## config.mk

```make
export PLATFORM = sky130hd
export DESIGN_NAME = hsb_bus_master
export DESIGN_NICKNAME = d
export VERILOG_FILES = /design/src/rtl/hsb_pkg.sv /design/src/rtl/hsb_ack_sync.sv /design/src/rtl/hsb_state_cnt.sv /design/src/rtl/hsb_xfer_fsm.sv /design/src/rtl/hsb_bus_master.sv
export SDC_FILE = /design/constraint.sdc
export NUM_CORES = 1
export LEC_CHECK = 0
export CAP_MARGIN = 10
export CELL_PAD_IN_SITES_DETAIL_PLACEMENT = 1
export CELL_PAD_IN_SITES_GLOBAL_PLACEMENT = 1
export CORE_MARGIN = 2
export CORE_UTILIZATION = 34
export DETAILED_ROUTE_END_ITERATION = 6
export PLACE_DENSITY = 0.87
export RECOVER_POWER = 50
export SLEW_MARGIN = 20
export SYNTH_ARGS = -nofsm -noshare
export SYNTH_HDL_FRONTEND = slang
export SYNTH_SLANG_ARGS = --single-unit
```

## constraint.sdc

```tcl
create_clock -name clk -period 2.1 [get_ports clk]
set_input_delay 0.42 -clock clk [delete_from_list [all_inputs] [get_ports clk]]
set_output_delay 0.42 -clock clk [all_outputs]
set_load 0.01 [all_outputs]
```

## src/rtl/hsb_pkg.sv

```systemverilog
package hsb_pkg;

    typedef enum logic [2:0] {
        ST_IDLE    = 3'd0,
        ST_SETUP   = 3'd1,
        ST_STROBE  = 3'd2,
        ST_WAIT_HI = 3'd3,
        ST_WAIT_LO = 3'd4,
        ST_FINISH  = 3'd5
    } hsb_state_t;

endpackage

```

## src/rtl/hsb_ack_sync.sv

```systemverilog
module hsb_ack_sync #(
    parameter int STAGES = 2
) (
    input  logic clk,
    input  logic rst_n,
    input  logic ack_raw,
    output logic ack_sync
);
    logic [STAGES-1:0] chain_q;

    always_ff @(posedge clk or negedge rst_n) begin
        if (!rst_n) begin
            chain_q <= '0;
        end else begin
            chain_q <= {chain_q[STAGES-2:0], ack_raw};
        end
    end

    assign ack_sync = chain_q[STAGES-1];

endmodule

```

## src/rtl/hsb_state_cnt.sv

```systemverilog
module hsb_state_cnt #(
    parameter int CW = 8
) (
    input  logic          clk,
    input  logic          rst_n,
    input  logic          clr,
    output logic [CW-1:0] cnt
);
    localparam logic [CW-1:0] CNT_MAX = '1;

    always_ff @(posedge clk or negedge rst_n) begin
        if (!rst_n) begin
            cnt <= '0;
        end else if (clr) begin
            cnt <= '0;
        end else if (cnt != CNT_MAX) begin
            cnt <= cnt + 1'b1;
        end
    end

endmodule

```

## src/rtl/hsb_xfer_fsm.sv

```systemverilog
module hsb_xfer_fsm
    import hsb_pkg::*;
#(
    parameter int SW = 4,
    parameter int TW = 8,
    parameter int CW = 8
) (
    input  logic          clk,
    input  logic          rst_n,
    input  logic          start,
    input  logic          is_write,
    input  logic          ack_s,
    input  logic [CW-1:0] cnt,
    input  logic [SW-1:0] settle,
    input  logic [TW-1:0] max_wait,
    output logic          cnt_clr,
    output logic          rd_n,
    output logic          wr_n,
    output logic          sel_n,
    output logic          dout_en,
    output logic          aux_in,
    output logic          done,
    output logic          abort,
    output logic          capture
);
    hsb_state_t state_q, state_n;

    logic          wait_ph;
    logic          expire;
    logic          settle_hit;
    logic [CW-1:0] lim_m1;

    assign wait_ph    = (state_q == ST_WAIT_HI) || (state_q == ST_WAIT_LO);
    assign lim_m1     = CW'(max_wait) - CW'(1);
    assign expire     = wait_ph && (max_wait != '0) && (cnt == lim_m1);
    assign settle_hit = (cnt == CW'(settle));

    // state register
    always_ff @(posedge clk or negedge rst_n) begin
        if (!rst_n) begin
            state_q <= ST_IDLE;
        end else begin
            state_q <= state_n;
        end
    end

    // next state
    always_comb begin
        state_n = state_q;
        unique case (state_q)
            ST_IDLE:    if (start) state_n = ST_SETUP;
            ST_SETUP:   state_n = ST_STROBE;
            ST_STROBE:  if (settle_hit) state_n = ST_WAIT_HI;
            ST_WAIT_HI: begin
                if (ack_s)       state_n = ST_WAIT_LO;
                else if (expire) state_n = ST_IDLE;
            end
            ST_WAIT_LO: begin
                if (!ack_s)      state_n = ST_FINISH;
                else if (expire) state_n = ST_IDLE;
            end
            ST_FINISH:  state_n = ST_IDLE;
            default:    state_n = ST_IDLE;
        endcase
    end

    // outputs
    always_comb begin
        rd_n    = 1'b1;
        wr_n    = 1'b1;
        sel_n   = 1'b1;
        dout_en = 1'b0;
        aux_in  = 1'b0;
        done    = 1'b0;
        unique case (state_q)
            ST_IDLE: ;
            ST_SETUP: begin
                aux_in  = 1'b1;
                dout_en = is_write;
            end
            ST_STROBE: begin
                aux_in  = 1'b1;
                dout_en = is_write;
                rd_n    = is_write;
                wr_n    = !is_write;
            end
            ST_WAIT_HI: begin
                aux_in  = 1'b1;
                dout_en = is_write;
                rd_n    = is_write;
                wr_n    = !is_write;
                sel_n   = 1'b0;
            end
            ST_WAIT_LO: begin
                aux_in  = 1'b1;
                dout_en = is_write;
                sel_n   = 1'b0;
            end
            ST_FINISH: done = 1'b1;
            default: ;
        endcase
    end

    assign cnt_clr = (state_n != state_q);
    assign capture = (state_q == ST_WAIT_HI) && ack_s;
    assign abort   = expire && (((state_q == ST_WAIT_HI) && !ack_s) ||
                                ((state_q == ST_WAIT_LO) && ack_s));


    strobe_excl_chk: assert property (@(posedge clk) disable iff (!rst_n)
        !(!rd_n && !wr_n));


    sel_after_strobe_chk: assert property (@(posedge clk) disable iff (!rst_n)
        $fell(sel_n) |-> ((!rd_n || !wr_n) && $past(!rd_n || !wr_n)));


    sel_release_chk: assert property (@(posedge clk) disable iff (!rst_n)
        $rose(sel_n) |-> (rd_n && wr_n));


    finish_ack_low_chk: assert property (@(posedge clk) disable iff (!rst_n)
        (state_q == ST_FINISH) |-> $past(!ack_s));


    wait_bound_chk: assert property (@(posedge clk) disable iff (!rst_n)
        (wait_ph && (max_wait != '0)) |-> (cnt < CW'(max_wait)));


    done_single_chk: assert property (@(posedge clk) disable iff (!rst_n)
        done |=> !done);

endmodule

```

## src/rtl/hsb_bus_master.sv

```systemverilog
module hsb_bus_master
    import hsb_pkg::*;
#(
    parameter int AW = 16,
    parameter int DW = 8,
    parameter int SW = 4,
    parameter int TW = 8,
    parameter int SYNC_STAGES = 2
) (
    input  logic          clk,
    input  logic          rst_n,
    input  logic          req_valid,
    input  logic          req_write,
    input  logic [AW-1:0] req_addr,
    input  logic [DW-1:0] req_wdata,
    output logic          req_ready,
    input  logic [SW-1:0] cfg_settle,
    input  logic [TW-1:0] cfg_max_wait,
    output logic          done_pulse,
    output logic [DW-1:0] rd_data,
    output logic          irq,
    input  logic          irq_clr,
    output logic [AW-1:0] bus_addr,
    output logic [DW-1:0] bus_dout,
    output logic          bus_dout_en,
    input  logic [DW-1:0] bus_din,
    output logic          bus_rd_n,
    output logic          bus_wr_n,
    output logic          bus_sel_n,
    input  logic          bus_ack,
    output logic          ack_pin_in
);
    localparam int CW = (SW > TW) ? SW : TW;

    logic [AW-1:0] addr_q;
    logic [DW-1:0] wdat_q;
    logic [DW-1:0] rdat_q;
    logic          dir_q;
    logic          irq_q;
    logic          ack_s;
    logic          cnt_clr;
    logic [CW-1:0] cnt;
    logic          idle;
    logic          start;
    logic          abort;
    logic          capture;
    logic          sel_n_w;

    hsb_ack_sync #(.STAGES(SYNC_STAGES)) u_sync (
        .clk      (clk),
        .rst_n    (rst_n),
        .ack_raw  (bus_ack),
        .ack_sync (ack_s)
    );

    hsb_state_cnt #(.CW(CW)) u_cnt (
        .clk   (clk),
        .rst_n (rst_n),
        .clr   (cnt_clr),
        .cnt   (cnt)
    );

    hsb_xfer_fsm #(.SW(SW), .TW(TW), .CW(CW)) u_fsm (
        .clk      (clk),
        .rst_n    (rst_n),
        .start    (start),
        .is_write (dir_q),
        .ack_s    (ack_s),
        .cnt      (cnt),
        .settle   (cfg_settle),
        .max_wait (cfg_max_wait),
        .cnt_clr  (cnt_clr),
        .rd_n     (bus_rd_n),
        .wr_n     (bus_wr_n),
        .sel_n    (sel_n_w),
        .dout_en  (bus_dout_en),
        .aux_in   (ack_pin_in),
        .done     (done_pulse),
        .abort    (abort),
        .capture  (capture)
    );

    assign idle      = ack_pin_in == 1'b0 && sel_n_w && !done_pulse;
    assign req_ready = idle && !irq_q;
    assign start     = req_valid && req_ready;

    always_ff @(posedge clk or negedge rst_n) begin
        if (!rst_n) begin
            addr_q <= '0;
            wdat_q <= '0;
            dir_q  <= 1'b0;
        end else if (start) begin
            addr_q <= req_addr;
            wdat_q <= req_wdata;
            dir_q  <= req_write;
        end
    end

    always_ff @(posedge clk or negedge rst_n) begin
        if (!rst_n) begin
            rdat_q <= '0;
        end else if (capture && !dir_q) begin
            rdat_q <= bus_din;
        end
    end

    always_ff @(posedge clk or negedge rst_n) begin
        if (!rst_n) begin
            irq_q <= 1'b0;
        end else if (abort) begin
            irq_q <= 1'b1;
        end else if (irq_clr) begin
            irq_q <= 1'b0;
        end
    end

    assign bus_addr  = addr_q;
    assign bus_dout  = wdat_q;
    assign bus_sel_n = sel_n_w;
    assign rd_data   = rdat_q;
    assign irq       = irq_q;


    irq_hold_chk: assert property (@(posedge clk) disable iff (!rst_n)
        (irq && !irq_clr) |=> irq);


    irq_blocks_ready_chk: assert property (@(posedge clk) disable iff (!rst_n)
        irq |-> !req_ready);


    abort_release_chk: assert property (@(posedge clk) disable iff (!rst_n)
        abort |=> (irq && bus_sel_n && bus_rd_n && bus_wr_n && !done_pulse));

endmodule

```

==> flow_metrics.env, run 1 <==
export IMPL_crit_type="in2reg"
export IMPL_busiest_layer="met2"
export IMPL_netlist_top_cells_area="dfrtp_1 (49%), mux2_2 (16%), xnor2_1 (3.3%)"
export IMPL_final_nets=374
export IMPL_hp_class="reg2reg"
export IMPL_r2r_end="u_cnt.cnt[6]"
export IMPL_h_tree_depth=2
export IMPL_slew_violations=0
export IMPL_internal_power_uw=3000
export IMPL_post_route_min_period_ns=2.06
export IMPL_synth_seq_area_share=0.491
export IMPL_ant_nets=0
export IMPL_hold_ws_ns=0.370
export IMPL_crit_chain="clkdlybuf4s15_1 -> xor2_2 -> a221oi_1 -> or3_4 -> o2111ai_4 -> a21oi_4 -> buf_12 -> a2111oi_4"
export IMPL_syn_inst=200
export IMPL_clkPwrFrac=0.123
export IMPL_endpoint_kind="register"
export IMPL_root_buffer="clkbuf_8"
export IMPL_hold_start="u_sync.chain_q[0]"
export IMPL_cts_sinks=47
export IMPL_wl_per_cell_um=16.8
export IMPL_pwr_share_seq=0.327
export IMPL_reg2regPathDepth=7
export IMPL_cts_buffers=5
export IMPL_worst_path_max_fanout=8
export IMPL_grt_setup_unrepaired="true"
export IMPL_chipWidth_um=87.9
export IMPL_antenna_found_initial=0
export IMPL_die_h_um=87.9
export IMPL_ys_ff_latch=47
export IMPL_fillers=716
export IMPL_route_detailed_vias_per_inst=4.92
export IMPL_timing_rr_start="u_cnt.cnt[7]"
export IMPL_netlist_area_leader_share=0.491
export IMPL_worstPathArrival_ns=2.25
export IMPL_synth_edf_count=0
export IMPL_synth_cell_types=43
export IMPL_areaGrowthSynthToFinish_pct=59.3
export IMPL_p_leak_uw=0.00160
export IMPL_cp_start_kind="input pin"
export IMPL_io_buffer_count=89
export IMPL_ios=90
export IMPL_ys_top_cells_by_count="dfrtp_1 (47), mux2_2 (33), nor3_1 (14)"
export IMPL_worst_pin_slew_ns=1.15
export IMPL_rows=30
export IMPL_slowest_delay_ns=0.39
export IMPL_cpLargestDelayFamily="compound AO/OA/AOI/OAI gates"
export IMPL_synth_flop_cell="dfrtp_1"
export IMPL_final_cells=418
export IMPL_syn_num_nets=253
export IMPL_fp_coreArea_um2=6790
export IMPL_drc=0
export IMPL_gr_usage_met2=0.328
export IMPL_switching_share=0.353
export IMPL_grt_use_met3=0.0528
export IMPL_vdd_drop_max_mv=0.717
export IMPL_vias=2055
export IMPL_ys_warn_count=0
export IMPL_globalRouteOverflowTotal=0
export IMPL_track_usage=0.187
export IMPL_maxCapViolCount=0
export IMPL_async_flop_share=1.00
export IMPL_grt_max_degree=48
export IMPL_clk_latency_ns=0.30
export IMPL_holdPathStages=0
export IMPL_n_antenna_cell=0
export IMPL_drive_above_1_share=0.329
export IMPL_grt_pass1_wl_um=11000
export IMPL_drtIter0Drc=40
export IMPL_avgSynthCellArea_um2=12.0
export IMPL_drt_pre_antenna_iters=4
export IMPL_die_area_um2=7730
export IMPL_cp_num_buf_inv=2
export IMPL_whs_endpoint="u_sync.chain_q[1]"
export IMPL_cts_tree="built"
export IMPL_status="completed"
export IMPL_initial_core_util=0.353
export IMPL_dp_cells=402
export IMPL_pwr_share_comb=0.550
export IMPL_gp_congestion=0.845
export IMPL_finalHoldViolCount=0
export IMPL_netlist_area_um2=2400
export IMPL_clock_skew_ns=0.00986
export IMPL_grt_pass1_vias=2282
export IMPL_slowest_stage="or3_4"
export IMPL_yosysMostFrequentCell="dfrtp_1"
export IMPL_finalCritPeriodShare=0.982
export IMPL_rrSetupSlack_ns=0.05
export IMPL_dpl_hpwl_um=5080
export IMPL_drt_total_wl_um=7040
export IMPL_hold_buffers=0
export IMPL_setup_violations_final=0
export IMPL_clk_path_buf_depth=2
export IMPL_cp_required_ns=2.29
export IMPL_fmax_mhz=485
export IMPL_clk_pin_slew_ns=0.09
export IMPL_relSlewSlack=0.232
export IMPL_yosysTopAreaCell="dfrtp_1"
export IMPL_switchingPower_uw=1640
export IMPL_power_density_nw_per_um2=1220
export IMPL_use_met1=0.223
==> sequential cells by signal, summed over array words and instances (netlist names) <==
register        count
dir_q               1
u_sync.chain_q      2
u_fsm.state_q       3
bus_addr           16
rd_data             8
irq                 1
u_cnt.cnt           8
bus_dout            8
==> what timing repair did <==
action	4_1_cts	5_1_grt
endpoints found under the hold margin	0	0
pin swaps	11	7
resized for setup	31	19
endpoints found under the setup margin	16	13
buffers inserted	7	1
==> worst max path at each step <==
stage	end	startpoint	depth (start not counted)	slack, ns
2_1_floorplan	u_cnt.cnt[0]	cfg_max_wait[4]	7	0.02
3_3_place_gp	u_cnt.cnt[0]	cfg_max_wait[1]	9	-0.54
4_1_cts	u_cnt.cnt[3]	cfg_max_wait[1]	9	0.006
3_5_place_dp	u_cnt.cnt[3]	cfg_max_wait[1]	9	-0.65
5_1_grt	u_cnt.cnt[3]	u_fsm.state_q[0]	8	-0.03
6_report	u_cnt.cnt[6]	cfg_max_wait[7]	8	0.04
==> per-stage QoR <==
step                utilization  area [um^2]  worst slack, ns  TNS (ns)  total power (uW)
CTS                       0.557         3790          0.00613         0              4660
floorplan                     -         2400           0.0161         0              2620
detailed placement        0.522         3540           -0.647     -6.46              3890
global route              0.562         3820          -0.0313    -0.163              4940
global placement          0.522         3540           -0.541     -5.66              3800
finish                    0.562         3820           0.0387         0              4640
==> power groups by stage <==
stage	Clock (uW)	Combinational [uW]	Sequential, uW
final	572	2550	1520
after global routing	641	2730	1570
after CTS	600	2530	1530
after detailed placement	0	2340	1550
after global placement	0	2280	1520
after floorplan	0	967	1660
==> cell families (layout without fill, tap and decap cells) <==
kind of cell             after synthesis  after routing  synth area share
buffers and inverters                 11            133            0.0266
multiplexers                          38             38             0.176
AO/OA/AOI/OAI                         20             20            0.0778
flip-flops                            47             47             0.491
XOR/XNOR                              16             16            0.0616
AND/OR/NAND/NOR                       65             65             0.151
adder cells (fa/ha/maj)                3              3            0.0157
==> worst reg2reg max path, delay by kind of cell, from the launching register on <==
kind,cells,cell delay (ns)
flip-flops,1,0.41
AND/OR/NAND/NOR,1,0.39
buffers and inverters,1,0.16
AO/OA/AOI/OAI,4,0.75
XOR/XNOR,1,0.23
==> routing by layer <==
metal	vias up	routed length [um]
li1	959	-
met1	1025	2790
met2	62	3720
met3	9	419
met4	0	110
met5	-	0
==> area by class of cell <==
| cell class | count | area (um^2) | area share |
|---|---|---|---|
| sequential | 47 | 1180 | 0.308 |
| multi-input combinational | 142 | 1260 | 0.331 |
| clock inverter | 2 | 16.3 | 0.00426 |
| timing repair buffer | 120 | 1140 | 0.299 |
| clock buffer | 6 | 82.6 | 0.0216 |
| inverter | 5 | 18.8 | 0.00492 |
| tap | 96 | 120 | 0.0315 |
==> layout by cell type (no fill, tap or decap), types with 3 or more instances in the layout <==
cell | synthesis | final
inv_1 | 5 | 4
clkdlybuf4s50_1 | 0 | 58
nand3_1 | 7 | 7
dfrtp_1 | 47 | 46
xnor2_1 | 9 | 8
nor4_1 | 5 | 3
nor3_1 | 14 | 6
mux2i_1 | 5 | 5
buf_6 | 2 | 4
buf_12 | 0 | 3
nand2_1 | 13 | 13
ha_1 | 3 | 3
nor2_1 | 8 | 7
dlygate4sd3_1 | 0 | 15
buf_4 | 1 | 23
dlygate4sd2_1 | 0 | 7
nor3_2 | 0 | 8
xor2_1 | 6 | 6
a21oi_1 | 4 | 4
clkbuf_2 | 0 | 6
clkbuf_8 | 0 | 6
mux2_2 | 33 | 33
Note: power is estimated with default switching activity, not from simulation.
==> run 2: changes to the inputs <==
CORE_UTILIZATION = 31   (was 34)
PLACE_DENSITY = 0.84   (was 0.87)
clock period = 1.7 ns   (was 2.1 ns; I/O delays follow)
==> run 2 against run 1 <==
Compared with the run above: the run now ends with negative setup slack left; hold slack got worse by 0.011 ns; via count is 7.4% higher; register-to-register slack lost 0.42 ns; critical path type is now reg2reg; critical endpoint unchanged.
==> flow_metrics.env, run 2 (synthesized netlist as in run 1, its figures left out) <==
export IMPL_status="complete, but fails checks"
export IMPL_violations="negative setup slack"
export IMPL_slew_violations=0
export IMPL_cts_buffers=5
export IMPL_drc=0
export IMPL_grt_setup_unrepaired="true"
export IMPL_io_buffer_count=89
export IMPL_clk_latency_ns=0.29
export IMPL_r2r_end="u_cnt.cnt[6]"
export IMPL_drtIter0Drc=57
export IMPL_finalHoldViolCount=0
export IMPL_route_detailed_vias_per_inst=4.86
export IMPL_fp_coreArea_um2=7610
export IMPL_crit_type="reg2reg"
export IMPL_cts_sinks=47
export IMPL_final_nets=404
export IMPL_layout_common_cells="clkdlybuf4s50_1 (72), dfrtp_1 (44), buf_4 (39)"
export IMPL_multiInputGateArea_um2=1410
export IMPL_track_usage=0.181
export IMPL_grt_pass1_vias=2523
export IMPL_final_common_cell="clkdlybuf4s50_1"
export IMPL_power_density_nw_per_um2=1560
export IMPL_setup_violations_final=40
export IMPL_vdd_drop_max_mv=0.980
export IMPL_initial_core_util=0.315
export IMPL_clock_skew_ns=0.00660
export IMPL_dpl_hpwl_um=5530
export IMPL_holdPathStages=0
export IMPL_p_leak_uw=0.00183
export IMPL_clk_path_buf_depth=2
export IMPL_worst_path_max_fanout=4
export IMPL_cp_required_ns=1.89
export IMPL_antenna_found_initial=0
export IMPL_finalCritPeriodShare=1.22
export IMPL_relSlewSlack=0.661
export IMPL_whs_endpoint="u_sync.chain_q[1]"
export IMPL_endpoint_kind="register"
export IMPL_reg2regPathDepth=8
export IMPL_wl_per_cell_um=18.2
export IMPL_hold_start="u_sync.chain_q[0]"
export IMPL_drt_total_wl_um=8280
export IMPL_areaGrowthSynthToFinish_pct=78.8
export IMPL_globalRouteOverflowTotal=0
export IMPL_cp_start_kind="register"
export IMPL_drive_above_1_share=0.426
export IMPL_place_area_um2=3680
export IMPL_h_tree_depth=2
export IMPL_finalCoreUtilization=0.563
export IMPL_clk_pin_slew_ns=0.09
export IMPL_ios=90
export IMPL_drt_pre_antenna_iters=4
export IMPL_cts_tree="built"
export IMPL_grt_max_degree=29
export IMPL_worst_pin_slew_ns=0.508
export IMPL_chipWidth_um=91.9
export IMPL_maxCapViolCount=0
export IMPL_design_area_um2=4280
export IMPL_dp_slack_ns=-0.956
export IMPL_n_antenna_cell=0
export IMPL_die_area_um2=8450
export IMPL_setup_ws_ns=-0.373
export IMPL_regArea_um2=1180
export IMPL_post_route_min_period_ns=2.07
export IMPL_vias=2208
export IMPL_fmax_mhz=482
export IMPL_timing_rr_start="u_cnt.cnt[7]"
export IMPL_fillers=794
export IMPL_die_h_um=91.9
export IMPL_rrSetupSlack_ns=-0.37
export IMPL_rows=32
export IMPL_root_buffer="clkbuf_8"
export IMPL_gp_congestion=0.816
export IMPL_worstPathArrival_ns=2.26
export IMPL_largest_register_ffs=16
export IMPL_ant_nets=0
export IMPL_grt_pass1_wl_um=12200
export IMPL_hp_class="reg2reg"
run 2: cell type report:
type / count / area share
well taps: 102 / 0.0298
clock inverters: 1 / 0.00204
inverters: 5 / 0.00438
multi-input cells: 142 / 0.329
flip-flops and latches: 47 / 0.275
repair buffers: 150 / 0.339
clock buffers: 7 / 0.0202
run 2: per-layer routing:
metal / share of wire / wire, um / global-route usage
met4: 0.030 / 245 / 0.0597
met3: 0.063 / 525 / 0.0592
met2: 0.55 / 4530 / 0.339
met5: 0 / 0 / 0
met1: 0.36 / 2980 / 0.188
run 2: power by group:
part | switching, uW | internal (uW) | leakage [uW]
Sequential | 329 | 1590 | 0.000573
Clock | 363 | 334 | 0.0000484
Combinational | 1620 | 2440 | 0.00121
run 2: per-stage QoR:
step | cells | total power (uW) | hold slack [ns] | TNS (ns)
after floorplan | 200 | 3260 | 0.0444 | -1.73
after global placement | 421 | 4790 | 0.318 | -9.55
after detailed placement | 421 | 4940 | 0.331 | -11.43
after CTS | 446 | 5970 | 0.354 | -3.56
after global routing | 454 | 7050 | 0.361 | -9.88
final | 454 | 6670 | 0.359 | -7.48
run 2: timing repair:
action | CTS | global route
hold buffers | 1 | 0
setup buffers | 18 | 8
gates resized for setup | 77 | 44
cloned | 0 | 3
endpoints found under the setup margin | 19 | 45
pin swaps | 21 | 12
hold endpoints to repair | 11 | 0
run 2: worst max path at each step:
stage | from | end | slack (ns) | depth (start not counted)
after floorplan | u_cnt.cnt[7] | u_cnt.cnt[6] | -0.20 | 6
after global placement | cfg_max_wait[1] | u_cnt.cnt[4] | -0.83 | 9
after detailed placement | cfg_max_wait[1] | u_cnt.cnt[3] | -0.96 | 9
after CTS | u_cnt.cnt[7] | u_cnt.cnt[6] | -0.32 | 7
after global routing | u_cnt.cnt[7] | u_cnt.cnt[6] | -0.45 | 8
final | u_cnt.cnt[7] | u_cnt.cnt[6] | -0.37 | 8
run 2: worst max-delay path, cell delays in order, from the launching register on:
cell       delay (ns)
dfrtp_1          0.42
xor2_2           0.19
buf_6            0.14
nor4_2           0.04
or3_4            0.40
o2111ai_4        0.32
a22oi_4          0.14
buf_6            0.16
a2111oi_4        0.18
